`src/rtl/membus_pkg.sv`:
```
package membus_pkg;
  typedef enum logic [2:0] {
    ST_IDLE = 3'd0,
    ST_ADDR = 3'd1,
    ST_WAIT = 3'd2,
    ST_DATA = 3'd3,
    ST_HOLD = 3'd4
  } bus_st_t;
endpackage

```
`src/rtl/membus_fsm.sv`:
```
module membus_fsm
  import membus_pkg::*;
#(
  parameter int MAX_RUN = 3
) (
  input  logic    clk,
  input  logic    rst_n,
  input  logic    req_valid,
  input  logic    ready,
  input  logic    hold_n,
  output bus_st_t state,
  output logic    launch
);
  localparam int RUN_W = $clog2(MAX_RUN + 1);
  localparam logic [RUN_W-1:0] RUN_LIM = RUN_W'(MAX_RUN);
  localparam logic [RUN_W-1:0] RUN_ONE = RUN_W'(1);

  bus_st_t          state_q, state_d;
  logic [RUN_W-1:0] run_q, run_d;
  logic             extra_q, extra_d;
  logic             hold_req, follow_ok, ctl_en;

  // next-state process
  always_comb begin
    state_d   = state_q;
    run_d     = run_q;
    extra_d   = extra_q;
    launch    = 1'b0;
    hold_req  = ~hold_n;
    follow_ok = req_valid && (run_q < RUN_LIM) && !(hold_req && extra_q);
    unique case (state_q)
      ST_IDLE: begin
        if (hold_req) begin
          state_d = ST_HOLD;
          extra_d = 1'b0;
        end else if (req_valid) begin
          state_d = ST_ADDR;
          launch  = 1'b1;
          run_d   = RUN_ONE;
          extra_d = 1'b0;
        end
      end
      ST_ADDR: state_d = ready ? ST_DATA : ST_WAIT;
      ST_WAIT: if (ready) state_d = ST_DATA;
      ST_DATA: begin
        if (follow_ok) begin
          state_d = ST_ADDR;
          launch  = 1'b1;
          run_d   = run_q + RUN_ONE;
          if (hold_req) extra_d = 1'b1;
        end else begin
          state_d = hold_req ? ST_HOLD : ST_IDLE;
          run_d   = '0;
          extra_d = 1'b0;
        end
      end
      ST_HOLD: if (!hold_req) state_d = ST_IDLE;
      default: state_d = ST_IDLE;
    endcase
  end

  assign ctl_en = (state_d != state_q) || launch;

  // register process
  always_ff @(posedge clk or negedge rst_n) begin
    if (!rst_n) begin
      state_q <= ST_IDLE;
      run_q   <= '0;
      extra_q <= 1'b0;
    end else if (ctl_en) begin
      state_q <= state_d;
      run_q   <= run_d;
      extra_q <= extra_d;
    end
  end

  assign state = state_q;
endmodule

```
`src/rtl/membus_dp.sv`:
```
module membus_dp
  import membus_pkg::*;
#(
  parameter int AW = 16,
  parameter int DW = 16
) (
  input  logic          clk,
  input  logic          rst_n,
  input  logic          launch,
  input  bus_st_t       state,
  input  logic          req_write,
  input  logic [AW-1:0] req_addr,
  input  logic [DW-1:0] req_wdata,
  input  logic [DW-1:0] bus_din,
  output logic          wr_q,
  output logic [AW-1:0] addr_q,
  output logic [DW-1:0] wdata_q,
  output logic [DW-1:0] rdata_q,
  output logic          rsp_q
);
  logic in_data, rd_en;

  assign in_data = (state == ST_DATA);
  assign rd_en   = in_data && !wr_q;

  always_ff @(posedge clk or negedge rst_n) begin
    if (!rst_n) begin
      wr_q    <= 1'b0;
      addr_q  <= '0;
      wdata_q <= '0;
    end else if (launch) begin
      wr_q    <= req_write;
      addr_q  <= req_addr;
      wdata_q <= req_wdata;
    end
  end

  always_ff @(posedge clk or negedge rst_n) begin
    if (!rst_n) begin
      rdata_q <= '0;
    end else if (rd_en) begin
      rdata_q <= bus_din;
    end
  end

  always_ff @(posedge clk or negedge rst_n) begin
    if (!rst_n) rsp_q <= 1'b0;
    else        rsp_q <= in_data;
  end
endmodule

```
`src/rtl/membus_pins.sv`:
```
module membus_pins
  import membus_pkg::*;
(
  input  bus_st_t state,
  input  logic    wr_q,
  output logic    req_ack,
  output logic    memen_n,
  output logic    we_n,
  output logic    dbin,
  output logic    wait_o,
  output logic    holda,
  output logic    addr_oe,
  output logic    ctl_oe,
  output logic    data_oe
);
  logic in_cyc, strobe_ph;

  always_comb begin
    in_cyc    = (state == ST_ADDR) || (state == ST_WAIT) || (state == ST_DATA);
    strobe_ph = (state == ST_WAIT) || (state == ST_DATA);
    holda     = (state == ST_HOLD);
    req_ack   = (state == ST_ADDR);
    wait_o    = (state == ST_WAIT);
    memen_n   = ~in_cyc;
    we_n      = ~(strobe_ph && wr_q);
    dbin      = (in_cyc && !wr_q) || holda;
    data_oe   = in_cyc && wr_q;
    addr_oe   = ~holda;
    ctl_oe    = ~holda;
  end
endmodule

```
`src/rtl/membus_ctrl.sv`:
```
module membus_ctrl
  import membus_pkg::*;
#(
  parameter int AW      = 16,
  parameter int DW      = 16,
  parameter int MAX_RUN = 3
) (
  input  logic          clk,
  input  logic          rst_n,
  input  logic          req_valid,
  input  logic          req_write,
  input  logic [AW-1:0] req_addr,
  input  logic [DW-1:0] req_wdata,
  output logic          req_ack,
  output logic          rsp_valid,
  output logic [DW-1:0] rsp_rdata,
  input  logic          ready,
  input  logic          hold_n,
  output logic [AW-1:0] bus_addr,
  output logic          addr_oe,
  output logic [DW-1:0] bus_dout,
  output logic          data_oe,
  input  logic [DW-1:0] bus_din,
  output logic          memen_n,
  output logic          we_n,
  output logic          dbin,
  output logic          ctl_oe,
  output logic          wait_o,
  output logic          holda
);
  logic    rst_meta, rst_sync;
  bus_st_t state;
  logic    launch, wr_q;

  // asynchronous assert, synchronous release
  always_ff @(posedge clk or negedge rst_n) begin
    if (!rst_n) begin
      rst_meta <= 1'b0;
      rst_sync <= 1'b0;
    end else begin
      rst_meta <= 1'b1;
      rst_sync <= rst_meta;
    end
  end

  membus_fsm #(.MAX_RUN(MAX_RUN)) u_fsm (
    .clk(clk), .rst_n(rst_sync), .req_valid(req_valid), .ready(ready),
    .hold_n(hold_n), .state(state), .launch(launch)
  );

  membus_dp #(.AW(AW), .DW(DW)) u_dp (
    .clk(clk), .rst_n(rst_sync), .launch(launch), .state(state),
    .req_write(req_write), .req_addr(req_addr), .req_wdata(req_wdata),
    .bus_din(bus_din), .wr_q(wr_q), .addr_q(bus_addr), .wdata_q(bus_dout),
    .rdata_q(rsp_rdata), .rsp_q(rsp_valid)
  );

  membus_pins u_pins (
    .state(state), .wr_q(wr_q), .req_ack(req_ack), .memen_n(memen_n),
    .we_n(we_n), .dbin(dbin), .wait_o(wait_o), .holda(holda),
    .addr_oe(addr_oe), .ctl_oe(ctl_oe), .data_oe(data_oe)
  );
endmodule

```
`config.mk`:
```
export PLATFORM = sky130hd
export DESIGN_NAME = membus_ctrl
export DESIGN_NICKNAME = d
export VERILOG_FILES = /design/src/rtl/membus_pkg.sv /design/src/rtl/membus_fsm.sv /design/src/rtl/membus_dp.sv /design/src/rtl/membus_pins.sv /design/src/rtl/membus_ctrl.sv
export SDC_FILE = /design/constraint.sdc
export NUM_CORES = 1
export LEC_CHECK = 0
export ABC_AREA = 1
export BUFFER_PORTS_ARGS = -buffer_cell sky130_fd_sc_hd__buf_2
export CORE_MARGIN = 3
export CORE_UTILIZATION = 42
export DETAILED_ROUTE_END_ITERATION = 12
export GPL_ROUTABILITY_DRIVEN = 0
export PLACE_DENSITY = 0.76
export SLEW_MARGIN = 20
export SYNTH_ARGS = -nofsm -noshare
export SYNTH_HDL_FRONTEND = slang
export SYNTH_HIERARCHICAL = 1
export SYNTH_SLANG_ARGS = --single-unit
```
`constraint.sdc`:
```
create_clock -name clk -period 1.65 [get_ports clk]
set_input_delay 0.33 -clock clk [delete_from_list [all_inputs] [get_ports clk]]
set_output_delay 0.33 -clock clk [all_outputs]
set_load 0.005 [all_outputs]
```
==> flow_summary.json, run 1 <==
{
  "clkTransAtPathRegs_ps": 70,
  "ys_warn_count": 6,
  "cts_sinks": 58,
  "cts_max_level": 3,
  "synth-seq-area-share_pct": 58.9,
  "cts_tree": "built",
  "synth_compound_area_share_pct": 8.13,
  "ys_ff_latch": 58,
  "syn-num-nets": 330,
  "drt_iter0_drc": 91,
  "power.density_nw_per_um2": 1920,
  "synth_top_area_share_pct": 58.9,
  "synth_adder_area_share_pct": 0.508,
  "setup_ws_ps": 86.1,
  "vias": 2237,
  "portBuffers": 111,
  "final.period_utilization_pct": 94.8,
  "timing.rr.start": "u_fsm/run_q[0]$_DFFE_PN0P_",
  "utilization_pct": 64.0,
  "coreArea_um2": 5610,
  "area_growth_pct": 45.7,
  "dp_hpwl_um": 3900,
  "cts_buffers": 9,
  "drv_cap": 0,
  "p_total_mw": 6.89,
  "ant_nets": 0,
  "vias_per_cell": 4.62,
  "cp-start-kind": "register",
  "end_kind": "register",
  "drt_first_pass_iters": 4,
  "hold-worst-slack_ps": 208,
  "overflow": 0,
  "cts_buffer_depth": 2,
  "start_util_pct": 43.9,
  "rows": 27,
  "antenna_found_initial": 0,
  "synth_xor_area_share_pct": 0,
  "synth.area.top_cells": "dfrtp_1, nand2_1, o21ai_0",
  "insertedDiodeCount": 0,
  "cp.required_ps": 1850,
  "grt.total_usage_pct": 16.9,
  "final_common_cell": "buf_2",
  "syn-instance-count": 275,
  "pin_count": 112,
  "power_leakage_nw": 1.97,
  "status": "finished, final reports clean",
  "synth_mux_area_share_pct": 0,
  "grt_start_max_net_pins": 57,
  "wl_um": 5970,
  "grt_pass1_wl_um": 8730,
  "syn_area_um2": 2460,
  "hold_viol": 0,
  "skew_ps": 7.87,
  "dpl_cell_area_um2": 3130,
  "final_nets": 462,
  "dpl.cell_count": 454,
  "synth_top_family_by_area": "simple AND/OR/NAND/NOR gates",
  "holdCritPathClass": "input port to register",
  "synth_area_leader_cell": "dfrtp_1",
  "vdd_drop_max_v": 0.000975,
  "routedWlPerCell_um": 12.3,
  "period_needed_ps": 1560,
  "whs_path_depth": 3,
  "syn_avg_cell_area_um2": 8.96,
  "most-common-layout-cells": "buf_2, nand2_1, dfrtp_1",
  "fillers": 492,
  "drv_slew": 0,
  "setup_violations": 0,
  "grt_pass1_vias": 1918,
  "critPathArrivalTime_ps": 1760,
  "clockRootBuffer": "clkbuf_8",
  "setup_tns_ps": 0,
  "hp-start": "req_wdata[5]",
  "die_y_um": 82.6,
  "drive_gt1_share_pct": 43.7,
  "drc": 0,
  "fmax_ghz": 0.639,
  "rsz0062_at_grt": "yes",
  "clk_latency_ps": 320,
  "reg2regPathDepth": 8,
  "synth_cell_types": 25,
  "die_area_um2": 6820,
  "crit_type": "register to register",
  "synthSimpleGateAreaFrac_pct": 23.0,
  "crit_path_start": "u_fsm/run_q[0]$_DFFE_PN0P_",
  "die_w_um": 82.6,
  "design_area_um2": 3590,
  "fin_cells": 484,
  "critPathMaxFanout": 12,
  "pre_cts_ws_ps": -0.972
}
-- synthesized netlist by cell type --
library cell / number
conb_1: 1
nand3_1: 20
dfrtp_1: 58
nor3_2: 1
buf_2: 6
ha_1: 1
nor2_4: 2
o21ai_2: 1
buf_6: 1
nor2_8: 1
nand2_2: 7
nand4_1: 3
clkbuf_1: 2
nand2_1: 79
buf_4: 2
clkinv_2: 1
a21oi_1: 1
o21ai_1: 2
nand2_4: 2
nor2_1: 5
nor2_2: 2
inv_2: 6
o21ai_0: 33
a21boi_2: 1
inv_1: 37
-- what timing repair did --
| item | CTS | global route |
|---|---|---|
| hold endpoints to repair | 2 | 0 |
| gates cloned | 1 | 4 |
| resized for setup | 5 | 10 |
| hold buffers | 1 | 0 |
| endpoints found under the setup margin | 28 | 34 |
| pin swaps | 1 | 5 |
| setup buffers | 3 | 5 |
-- cell type report --
type                       count  area [um2]  area share, %
sequential                    58        1450           40.5
multi-input combinational    163         820           22.8
timing repair buffer         131         817           22.8
inverter                      44         169           4.71
clock buffer                   9         124           3.45
clock inverter                 7         116           3.24
tap                           72        90.1           2.51
-- where the power goes --
group	internal, mW	switching [mW]	total (mW)
clock network	1.00	0.570	1.57
logic	1.34	1.51	2.85
registers	2.10	0.371	2.47
-- metal layers --
layer / global-route usage [%] / wire length (um)
met1: 21.7 / 2630
met2: 26.4 / 2830
met3: 4.34 / 439
met4: 8.82 / 68
met5: 0 / 0
-- cell families after synthesis --
group	count (synthesis)
AOI/OAI and AO/OA	38
adders and majority gates	1
buffers and inverters	55
DFF	58
other	1
and+or+nand+nor	122
-- path summary, 6_finish.rpt --
path                                                 to  slack, ps
hold / removal              u_dp/wdata_q[5]$_DFFE_PN0P_        210
hold reg to reg             u_dp/wdata_q[8]$_DFFE_PN0P_        260
max in group asynchronous    u_fsm/state[0]$_DFFE_PN0N_       1120
setup reg to reg           u_dp/wdata_q[14]$_DFFE_PN0P_         90
min in group asynchronous   u_dp/wdata_q[8]$_DFFE_PN0P_        260
setup / recovery           u_dp/wdata_q[14]$_DFFE_PN0P_         90
-- worst max-delay path: stages, from the launching register on --
cell	delay (ps)
dfrtp_1	400
ha_1	220
nor2_2	120
nand2_2	100
nor2_4	140
inv_2	80
nand2_8	120
clkbuf_16	170
o21ai_0	90
-- sequential cells by signal (all words and copies together), names as in the netlist --
name,flops
rst_meta,1
rst_sync,1
u_dp/addr_q,16
u_dp/rdata_q,16
u_dp/rsp_q,1
u_dp/wdata_q,16
u_dp/wr_q,1
u_fsm/extra_q,1
u_fsm/run_q,2
u_fsm/state,3
Power figures use the tool's default switching activity.
==> run 2, diff against run 1 <==
--- a/config.mk
+++ b/config.mk
@@ -7,11 +7,11 @@
 export LEC_CHECK = 0
 export ABC_AREA = 1
 export BUFFER_PORTS_ARGS = -buffer_cell sky130_fd_sc_hd__buf_2
+export CORE_ASPECT_RATIO = 1.75
 export CORE_MARGIN = 3
 export CORE_UTILIZATION = 42
 export DETAILED_ROUTE_END_ITERATION = 12
-export GPL_ROUTABILITY_DRIVEN = 0
-export PLACE_DENSITY = 0.76
+export PLACE_DENSITY_LB_ADDON = 0.25
 export SLEW_MARGIN = 20
 export SYNTH_ARGS = -nofsm -noshare
 export SYNTH_HDL_FRONTEND = slang
==> flow_summary.json, run 2 (synthesis results as in run 1) <==
{
  "dp_hpwl_um": 4250,
  "p_clk_share_pct": 19.9,
  "start_util_pct": 43.8,
  "intPower_mw": 4.15,
  "wl_um": 6240,
  "grt_start_max_net_pins": 47,
  "rsz0062_at_grt": "no",
  "final_nets": 458,
  "drt_iter0_drc": 103,
  "cts_max_level": 3,
  "dpl.cell_count": 457,
  "final.period_utilization_pct": 94.3,
  "path_cells": "buf_4 -> nor2_2 -> nand2_1 -> nand2_1 -> buf_2",
  "holdCritPathClass": "input port to register",
  "critPathArrivalTime_ps": 1230,
  "antenna_found_initial": 0,
  "place_congestion": 0.805,
  "largestRegisters": "u_dp/addr_q (16), u_dp/rdata_q (16), u_dp/wdata_q (16)",
  "portBuffers": 111,
  "cts_buffers": 9,
  "vias": 2190,
  "coreArea_um2": 5630,
  "hold_viol": 0,
  "whs_path_depth": 3,
  "hold-worst-slack_ps": 201,
  "p_switching_mw": 2.36,
  "drive_gt1_share_pct": 42.2,
  "vias_per_cell": 4.52,
  "cp.required_ps": 1320,
  "most-common-layout-cells": "buf_2, nand2_1, dfrtp_1",
  "p_seq_share_pct": 38.2,
  "cp-start-kind": "register",
  "design_area_um2": 3500,
  "power.density_nw_per_um2": 1860,
  "die_w_um": 63.9,
  "grt_pass1_wl_um": 9420,
  "area_growth_pct": 42.1,
  "drc": 0,
  "cts_sinks": 58,
  "drv_slew": 0,
  "final_common_cell": "buf_2",
  "grt.total_usage_pct": 18.1,
  "cts_buffer_depth": 2,
  "overflow": 0,
  "power_leakage_nw": 1.92,
  "rows": 36,
  "cts_tree": "built",
  "grt_pass1_vias": 2152,
  "p_comb_share_pct": 41.9,
  "status": "finished, final reports clean",
  "ant_nets": 0,
  "clkTransAtPathRegs_ps": 60,
  "routedWlPerCell_um": 12.9,
  "worstSetupPathDepth": 5,
  "crit_type": "register to output pin",
  "setup_ws_ps": 93.9,
  "reg2regPathDepth": 8,
  "skew_ps": 5.91,
  "crit_family": "flip-flops",
  "insertedDiodeCount": 0,
  "cp_common_cell": "nand2_1",
  "pre_cts_ws_ps": 69.1,
  "utilization_pct": 62.2,
  "swShare_pct": 36.3,
  "p_total_mw": 6.52,
  "critPathMaxFanout": 5,
  "setup_tns_ps": 0,
  "vdd_drop_max_v": 0.00108,
  "fmax_ghz": 0.643,
  "die_y_um": 107,
  "fin_cells": 484,
  "clockRootBuffer": "clkbuf_8",
  "slowest_delay_ps": 380,
  "drt_first_pass_iters": 4,
  "pin_count": 112,
  "cp_slowest_cell": "dfrtp_1",
  "setup_violations": 0,
  "cp_num_buf_inv": 2,
  "period_needed_ps": 1560,
  "dpl_cell_area_um2": 3120,
  "die_area_um2": 6860,
  "clk_latency_ps": 330,
  "end_kind": "output pin",
  "drv_cap": 0
}
-- run 2: cell type report --
cell class	count	area, um2
flip-flops and latches	58	1460
multi-input cells	162	808
fillers	485	2130
clock buffers	14	163
repair buffers	128	778
well taps	76	95.1
inverters	44	166
clock inverters	2	35.0
-- run 2: power groups by stage --
stage	Sequential, mW	Combinational (mW)	Clock (mW)
finish	2.49	2.73	1.30
global route	2.57	3.13	1.41
CTS	2.50	2.45	1.35
detailed placement	2.52	2.43	0
global placement	2.51	2.36	0
floorplan	2.59	1.27	0
-- run 2: worst register-to-register path, delay by kind of cell (launching register included) --
family	cells	cell delay [ps]
AOI/OAI and AO/OA	1	110
adders and majority gates	1	210
buffers and inverters	2	230
DFF	1	390
and+or+nand+nor	4	490
-- run 2: worst paths after layout --
path / from / to / slack [ps]
max in group asynchronous: rst_sync$_DFF_PN0_ / u_fsm/state[0]$_DFFE_PN0N_ / 870
worst min-delay path: req_addr[3] / u_dp/addr_q[3]$_DFFE_PN0P_ / 200
worst max register to register: u_fsm/run_q[0]$_DFFE_PN0P_ / u_dp/wdata_q[4]$_DFFE_PN0P_ / 100
worst max-delay path: u_fsm/state[1]$_DFFE_PN0N_ / dbin / 90
worst min register to register: rst_sync$_DFF_PN0_ / u_dp/addr_q[7]$_DFFE_PN0P_ / 210
min in group asynchronous: rst_sync$_DFF_PN0_ / u_dp/addr_q[7]$_DFFE_PN0P_ / 210
-- run 2: layer usage --
| layer | GRT usage [%] | wire length, um |
|---|---|---|
| met1 | 18.3 | 2220 |
| met2 | 32.7 | 3520 |
| met3 | 5.22 | 368 |
| met4 | 9.74 | 129 |
| met5 | 0 | 0 |
-- run 2: repair_timing --
item	4_1_cts	5_1_grt
resized for setup	1	9
hold endpoints to repair	2	0
gates cloned	0	5
hold buffers	1	0
buffers inserted	2	4
endpoints found under the setup margin	3	35
pin swaps	1	2
